==> config.mk <==
export PLATFORM = sky130hd
export DESIGN_NAME = cx_cell_extract
export DESIGN_NICKNAME = d
export VERILOG_FILES = /design/src/rtl/cx_pkg.sv /design/src/rtl/cx_rst_sync.sv /design/src/rtl/cx_pos_track.sv /design/src/rtl/cx_cell_check.sv /design/src/rtl/cx_out_stage.sv /design/src/rtl/cx_cell_extract.sv
export SDC_FILE = /design/constraint.sdc
export NUM_CORES = 1
export LEC_CHECK = 0
export ABC_AREA = 1
export CAP_MARGIN = 20
export CELL_PAD_IN_SITES_DETAIL_PLACEMENT = 1
export CELL_PAD_IN_SITES_GLOBAL_PLACEMENT = 2
export CORE_MARGIN = 5
export CORE_UTILIZATION = 40
export DETAILED_ROUTE_END_ITERATION = 10
export DONT_BUFFER_PORTS = 1
export PLACE_DENSITY = 0.95
export RECOVER_POWER = 100
export SYNTH_ARGS = -nofsm -noshare
export SYNTH_HDL_FRONTEND = slang
export SYNTH_SLANG_ARGS = --single-unit
==> constraint.sdc <==
create_clock -name clk -period 4.4 [get_ports clk]
set_clock_uncertainty 0.05 [all_clocks]
set_input_delay 0.22 -clock clk [delete_from_list [all_inputs] [get_ports clk]]
set_output_delay 0.22 -clock clk [all_outputs]
set_load 0.01 [all_outputs]
==> src/rtl/cx_pkg.sv <==
package cx_pkg;

  typedef enum logic [1:0] {
    BK_NONE,
    BK_HDR,
    BK_PAY,
    BK_PAR
  } byte_kind_e;

  localparam int LEN_W = 7;

  // line length of one cell for each size code
  function automatic logic [LEN_W-1:0] cell_len(input logic [1:0] sel);
    logic [LEN_W-1:0] r;
    case (sel)
      2'd0:    r = 7'd77;
      2'd1:    r = 7'd81;
      2'd2:    r = 7'd85;
      default: r = 7'd93;
    endcase
    return r;
  endfunction

endpackage

==> src/rtl/cx_rst_sync.sv <==
module cx_rst_sync (
  input  logic clk,
  input  logic arst_n,
  output logic srst_n
);

  logic [1:0] sh_q;

  always_ff @(posedge clk or negedge arst_n) begin
    if (!arst_n) sh_q <= 2'b00;
    else         sh_q <= {sh_q[0], 1'b1};
  end

  assign srst_n = sh_q[1];

endmodule

==> src/rtl/cx_pos_track.sv <==
module cx_pos_track import cx_pkg::*; #(
  parameter int NUM_COLS = 4320,
  parameter int OH_COLS  = 144,
  parameter int NUM_ROWS = 9,
  parameter int COL_W    = 13,
  parameter int CI_W     = 9
) (
  input  logic             clk,
  input  logic             rst_n,
  input  logic             in_valid,
  input  logic             in_fs,
  input  logic [COL_W-1:0] in_col,
  input  logic [1:0]       size_sel,
  output byte_kind_e       kind,
  output logic             first_pay,
  output logic             fs_evt,
  output logic             synced,
  output logic             in_pad,
  output logic [LEN_W-1:0] byte_pos,
  output logic [CI_W-1:0]  cell_idx
);

  localparam int PAY_BYTES = NUM_ROWS * (NUM_COLS - OH_COLS);

  logic [CI_W-1:0]  nc_tab [4];
  logic [LEN_W-1:0] len;
  logic [LEN_W-1:0] pos_q, pos_eff, pos_n;
  logic [CI_W-1:0]  idx_q, idx_eff, idx_n;
  logic             sync_q, sync_n;
  logic             is_pay;

  // whole cells per frame for each size code, fixed at elaboration
  for (genvar g = 0; g < 4; g++) begin : g_ncells
    assign nc_tab[g] = CI_W'(PAY_BYTES / int'(cell_len(2'(g))));
  end

  assign len     = cell_len(size_sel);
  assign fs_evt  = in_valid & in_fs;
  assign pos_eff = fs_evt ? '0 : pos_q;
  assign idx_eff = fs_evt ? '0 : idx_q;
  assign is_pay  = in_valid & (sync_q | fs_evt) & (in_col > COL_W'(OH_COLS));
  assign in_pad  = idx_eff >= nc_tab[size_sel];

  always_comb begin
    if (!is_pay || in_pad)              kind = BK_NONE;
    else if (pos_eff == '0)             kind = BK_HDR;
    else if (pos_eff == len - 7'd1)     kind = BK_PAR;
    else                                kind = BK_PAY;
  end

  always_comb begin
    pos_n  = pos_eff;
    idx_n  = idx_eff;
    sync_n = sync_q | fs_evt;
    if (kind == BK_PAR) begin
      pos_n = '0;
      idx_n = idx_eff + CI_W'(1);
    end else if (kind != BK_NONE) begin
      pos_n = pos_eff + 7'd1;
    end
  end

  always_ff @(posedge clk or negedge rst_n) begin
    if (!rst_n) begin
      pos_q  <= '0;
      idx_q  <= '0;
      sync_q <= 1'b0;
    end else if (in_valid) begin
      pos_q  <= pos_n;
      idx_q  <= idx_n;
      sync_q <= sync_n;
    end
  end

  assign first_pay = (pos_eff == 7'd1);
  assign synced    = sync_q;
  assign byte_pos  = pos_q;
  assign cell_idx  = idx_q;

endmodule

==> src/rtl/cx_cell_check.sv <==
module cx_cell_check import cx_pkg::*; #(
  parameter logic [7:0] HDR_DATA = 8'hC3,
  parameter logic [7:0] HDR_IDLE = 8'h3C
) (
  input  logic       clk,
  input  logic       rst_n,
  input  byte_kind_e kind,
  input  logic [7:0] data,
  output logic       idle,
  output logic       par_err
);

  logic       hdr_ok_q, hdr_ok_n;
  logic       idle_q, idle_n;
  logic [7:0] bip_q, bip_n;
  logic       en;

  assign en = (kind == BK_HDR) || (kind == BK_PAY);

  always_comb begin
    hdr_ok_n = hdr_ok_q;
    idle_n   = idle_q;
    bip_n    = bip_q;
    if (kind == BK_HDR) begin
      hdr_ok_n = (data == HDR_DATA);
      idle_n   = (data == HDR_IDLE);
      bip_n    = '0;
    end else begin
      bip_n    = bip_q ^ data;
    end
  end

  always_ff @(posedge clk or negedge rst_n) begin
    if (!rst_n) begin
      hdr_ok_q <= 1'b0;
      idle_q   <= 1'b0;
      bip_q    <= '0;
    end else if (en) begin
      hdr_ok_q <= hdr_ok_n;
      idle_q   <= idle_n;
      bip_q    <= bip_n;
    end
  end

  assign idle    = idle_q;
  assign par_err = !hdr_ok_q || (bip_q != data);

endmodule

==> src/rtl/cx_out_stage.sv <==
module cx_out_stage import cx_pkg::*; (
  input  logic       clk,
  input  logic       rst_n,
  input  byte_kind_e kind,
  input  logic [7:0] data,
  input  logic       first_pay,
  input  logic       idle,
  input  logic       par_err,
  input  logic       fs_evt,
  output logic       out_valid,
  output logic [7:0] out_data,
  output logic       out_sop,
  output logic       out_eop,
  output logic       out_err
);

  logic       hv_q, hv_n;
  logic [7:0] hd_q, hd_n;
  logic       hf_q, hf_n;
  logic       ov_n, os_n, oe_n, oerr_n;
  logic [7:0] od_n;

  always_comb begin
    hv_n   = hv_q;
    hd_n   = hd_q;
    hf_n   = hf_q;
    ov_n   = 1'b0;
    od_n   = out_data;
    os_n   = 1'b0;
    oe_n   = 1'b0;
    oerr_n = 1'b0;
    if (fs_evt && hv_q) begin
      // frame restart cuts the open cell: close it as errored
      ov_n   = 1'b1;
      od_n   = hd_q;
      os_n   = hf_q;
      oe_n   = 1'b1;
      oerr_n = 1'b1;
      hv_n   = 1'b0;
    end else if (kind == BK_PAY && !idle) begin
      if (hv_q) begin
        ov_n = 1'b1;
        od_n = hd_q;
        os_n = hf_q;
      end
      hd_n = data;
      hf_n = first_pay;
      hv_n = 1'b1;
    end else if (kind == BK_PAR && !idle && hv_q) begin
      ov_n   = 1'b1;
      od_n   = hd_q;
      os_n   = hf_q;
      oe_n   = 1'b1;
      oerr_n = par_err;
      hv_n   = 1'b0;
    end
  end

  always_ff @(posedge clk or negedge rst_n) begin
    if (!rst_n) begin
      hv_q      <= 1'b0;
      hd_q      <= '0;
      hf_q      <= 1'b0;
      out_valid <= 1'b0;
      out_data  <= '0;
      out_sop   <= 1'b0;
      out_eop   <= 1'b0;
      out_err   <= 1'b0;
    end else begin
      hv_q      <= hv_n;
      hd_q      <= hd_n;
      hf_q      <= hf_n;
      out_valid <= ov_n;
      out_data  <= od_n;
      out_sop   <= os_n;
      out_eop   <= oe_n;
      out_err   <= oerr_n;
    end
  end

endmodule

==> src/rtl/cx_cell_extract.sv <==
module cx_cell_extract import cx_pkg::*; #(
  parameter int         NUM_COLS = 4320,
  parameter int         OH_COLS  = 144,
  parameter int         NUM_ROWS = 9,
  parameter int         COL_W    = 13,
  parameter logic [7:0] HDR_DATA = 8'hC3,
  parameter logic [7:0] HDR_IDLE = 8'h3C
) (
  input  logic             clk,
  input  logic             rst_n,
  input  logic [1:0]       size_sel,
  input  logic             in_valid,
  input  logic             in_fs,
  input  logic [COL_W-1:0] in_col,
  input  logic [7:0]       in_data,
  output logic             out_valid,
  output logic [7:0]       out_data,
  output logic             out_sop,
  output logic             out_eop,
  output logic             out_err
);

  localparam int PAY_BYTES = NUM_ROWS * (NUM_COLS - OH_COLS);
  localparam int CI_W      = $clog2(PAY_BYTES / 77 + 2);

  logic             rst_s_n;
  byte_kind_e       kind;
  logic             first_pay, fs_evt, synced, in_pad;
  logic [LEN_W-1:0] byte_pos;
  logic [CI_W-1:0]  cell_idx;
  logic             idle, par_err;

  cx_rst_sync u_rst (
    .clk    (clk),
    .arst_n (rst_n),
    .srst_n (rst_s_n)
  );

  cx_pos_track #(
    .NUM_COLS (NUM_COLS),
    .OH_COLS  (OH_COLS),
    .NUM_ROWS (NUM_ROWS),
    .COL_W    (COL_W),
    .CI_W     (CI_W)
  ) u_pos (
    .clk       (clk),
    .rst_n     (rst_s_n),
    .in_valid  (in_valid),
    .in_fs     (in_fs),
    .in_col    (in_col),
    .size_sel  (size_sel),
    .kind      (kind),
    .first_pay (first_pay),
    .fs_evt    (fs_evt),
    .synced    (synced),
    .in_pad    (in_pad),
    .byte_pos  (byte_pos),
    .cell_idx  (cell_idx)
  );

  cx_cell_check #(
    .HDR_DATA (HDR_DATA),
    .HDR_IDLE (HDR_IDLE)
  ) u_chk_cell (
    .clk     (clk),
    .rst_n   (rst_s_n),
    .kind    (kind),
    .data    (in_data),
    .idle    (idle),
    .par_err (par_err)
  );

  cx_out_stage u_out (
    .clk       (clk),
    .rst_n     (rst_s_n),
    .kind      (kind),
    .data      (in_data),
    .first_pay (first_pay),
    .idle      (idle),
    .par_err   (par_err),
    .fs_evt    (fs_evt),
    .out_valid (out_valid),
    .out_data  (out_data),
    .out_sop   (out_sop),
    .out_eop   (out_eop),
    .out_err   (out_err)
  );

endmodule

==> flow_metrics.env <==
export IMPL_status="finished with violations"
export IMPL_violations="max-capacitance violations, max-slew violations"
export IMPL_p_total_mw=1.54
export IMPL_synthToLayoutAreaGrowth_pct=9.09
export IMPL_worst_slew_pin_slew_ps=2070
export IMPL_synthCells=335
export IMPL_vdd_drop_max_v=0.000185
export IMPL_via_count=2123
export IMPL_place_congestion=0.775
export IMPL_slew_violations=41
export IMPL_yosys_area_share_simple_pct=22.8
export IMPL_dpl_instance_area_um2=2880
export IMPL_mappedNetlistArea_um2=2780
export IMPL_ys_warn_count=0
export IMPL_insertedDiodeCount=0
export IMPL_ff2ff_path_depth=20
export IMPL_hp_class="in -> reg"
export IMPL_post_route_cell_area_um2=3030
export IMPL_clockBufferDepth=2
export IMPL_initialDrtViolationCount=30
export IMPL_hold_depth=2
export IMPL_wl_um=6170
export IMPL_grtUsageTotal_pct=15.6
export IMPL_final_hold_violation_count=0
export IMPL_clock_latency_ps=310
export IMPL_synth_distinct_cells=30
export IMPL_required_ps=4560
export IMPL_r2r_slack_ps=1100
export IMPL_die_x_um=93.4
export IMPL_syn_avg_cell_area_um2=8.30
export IMPL_hold_start="in_data[2]"
export IMPL_dp_final_hpwl_um=4710
export IMPL_synth_top_family_by_area="simple AND/OR/NAND/NOR gates"
export IMPL_ios=39
export IMPL_fill_cells=837
export IMPL_drc_errors=0
export IMPL_wl_per_cell_um=14.0
export IMPL_timing_rr_start="u_pos.cell_idx[2]"
export IMPL_cp_max_fo=20
export IMPL_first_pass_iters=4
export IMPL_die_h_um=93.4
export IMPL_final_antenna_net_count=0
export IMPL_synth_xor_area_share_pct=6.30
export IMPL_grt_pass1_wl_um=11000
export IMPL_drive_above_1_share_pct=4.94
export IMPL_ys_seq_area_share_pct=45.9
export IMPL_multi_input_area_um2=1260
export IMPL_critPathCaptureType="register"
export IMPL_cts_tree="done"
export IMPL_cts_root_buf="clkbuf_8"
export IMPL_initial_utilization_pct=40.9
export IMPL_r2r_end="u_out.out_data[0]"
export IMPL_grt_pass1_vias=2335
export IMPL_htree_num_levels=2
export IMPL_max_freq_mhz=303
export IMPL_maxCapViolations=1
export IMPL_die_area_um2=8720
export IMPL_row_count=30
export IMPL_min_to="u_chk_cell.idle"
export IMPL_powerDensity_nw_per_um2=508
export IMPL_layout_min_cycle_time_ps=3300
export IMPL_synth_adder_area_share_pct=8.55
export IMPL_slew_headroom_pct=-38.1
export IMPL_grt_antenna_before_repair=0
export IMPL_finalCritPeriodShare_pct=75.0
export IMPL_layout_commonest_cell="nand2_1"
export IMPL_clkTransAtPathRegs_ps=100
export IMPL_cts_setup_buffers=0
export IMPL_muxShareOfSynthArea_pct=0
export IMPL_fin_util_pct=44.7
export IMPL_syn_nets=381
export IMPL_cp_arrival_ps=3460
export IMPL_viasPerCell=4.83
export IMPL_p_leak_nw=1.60
export IMPL_cp_start_kind="register"
export IMPL_grt_max_degree=50
export IMPL_path_class="reg -> reg"
export IMPL_final_nets=389
export IMPL_cts_made_buffers=5
export IMPL_io_buffers=0
export IMPL_setup_viol=0
export IMPL_synth_compound_area_share_pct=7.56
export IMPL_clkSinkCount=51
export IMPL_grt_overflow=0
export IMPL_ys_ff_latch=51
export IMPL_mostFrequentLayoutCells="nand2_1 (83), inv_1 (58), dfrtp_1 (51)"
export IMPL_core_area_um2=6790
export IMPL_rsz0062_at_grt="no"
export IMPL_regArea_um2=1280
export IMPL_setup_tns_ps=0
==> power by group <==
part	switching [mW]	internal [mW]
clock	0.167	0.172
sequential	0.110	0.607
combinational	0.309	0.177
total	0.585	0.956
==> Yosys cell counts <==
master    number  area (µm²)
a21boi_0       1        7.51
a21oi_1        3        15.0
a22o_1         1        8.76
a31oi_1        1        6.26
buf_4          1        7.51
buf_6          1        11.3
clkbuf_1       2        7.51
conb_1         1        3.75
dfrtp_1       51        1280
ha_1          19         238
inv_1         57         214
inv_2          1        3.75
nand2_1       83         312
nand2_2        2        12.5
nand2_4        2        22.5
nand3_1       14        70.1
nand3_2        1        10.0
nand4_1        8        50.1
nor2_1        28         105
nor2_2         1        6.26
nor3_1         6        30.0
nor3_2         1        10.0
o21ai_0       20         100
o21ai_4        1        16.3
o22ai_1        5        31.3
o31ai_1        1        7.51
o41ai_1        2        17.5
or2_2          1        6.26
xnor2_1        7        61.3
xor2_1        13         114
==> registers in the layout, summed over array words and instances, names as in the netlist, 2 cells and up <==
name / cells
u_pos.byte_pos: 7
u_pos.cell_idx: 9
u_out.hd_q: 8
u_rst.sh_q: 2
u_out.out_data: 8
u_chk_cell.bip_q: 8
==> final cells by class <==
class,count,area share [%]
multi-input combinational,222,41.6
inverter,58,7.18
tap,96,3.96
clock inverter,3,1.53
sequential,51,42.1
clock buffer,5,2.27
timing repair buffer,5,1.44
==> routing by layer <==
| metal | vias up | track usage, % | share of wire (%) |
|---|---|---|---|
| met5 | - | 0 | 0 |
| met4 | 0 | 4.64 | 1.8 |
| met3 | 12 | 2.82 | 2.8 |
| met2 | 24 | 26.6 | 51 |
| met1 | 1030 | 19.9 | 44 |
| li1 | 1057 | - | - |
==> kinds of logic after synthesis <==
kind of cell / after synthesis
adders and majority gates: 19
AOI/OAI and AO/OA: 35
xor gates and xnor gates: 20
and+or+nand+nor: 147
buffers and inverters: 62
DFF: 51
other: 1
==> worst max-delay path by stage <==
stage	start	endpoint	slack, ps	cells past startpoint
6_report	u_pos.cell_idx[2]	u_out.out_data[0]	1100	20
3_5_place_dp	in_fs	u_out.out_data[7]	950	21
4_1_cts	u_pos.cell_idx[2]	u_out.out_data[7]	1120	20
2_1_floorplan	in_fs	u_pos.cell_idx[8]	1710	20
3_3_place_gp	in_fs	u_out.out_data[2]	1080	21
5_1_grt	u_pos.cell_idx[1]	u_out.out_data[0]	640	23
==> timing repair <==
action,in CTS,in global routing
hold buffers,4,0
gates resized for setup,0,0
endpoints found under the hold margin,6,0
==> metrics by stage <==
stage          hold slack (ps)  setup WS [ps]  cells
4_1_cts                   9.59           1120    439
6_report                  15.6           1100    440
3_3_place_gp              -126           1080    427
2_1_floorplan             -126           1710    335
5_1_grt                   18.4            640    440
3_5_place_dp              -126            945    427
==> critical path, stage by stage (launching register included) <==
cell and delay, ps:
dfrtp_1 340, inv_1 50, nor2_1 230, ha_1 290
a21oi_1 150, nand3_1 90, nand2_1 60, nand2_1 40
nand2_1 60, nand2_1 50, nand2_1 90, nand2_1 70
nor2_1 150, ha_1 170, inv_1 50, nor2_1 120
nand2_1 380, o21ai_4 420, inv_1 210, nand2_1 110
nand2_1 50
Power figures use the tool's default switching activity.
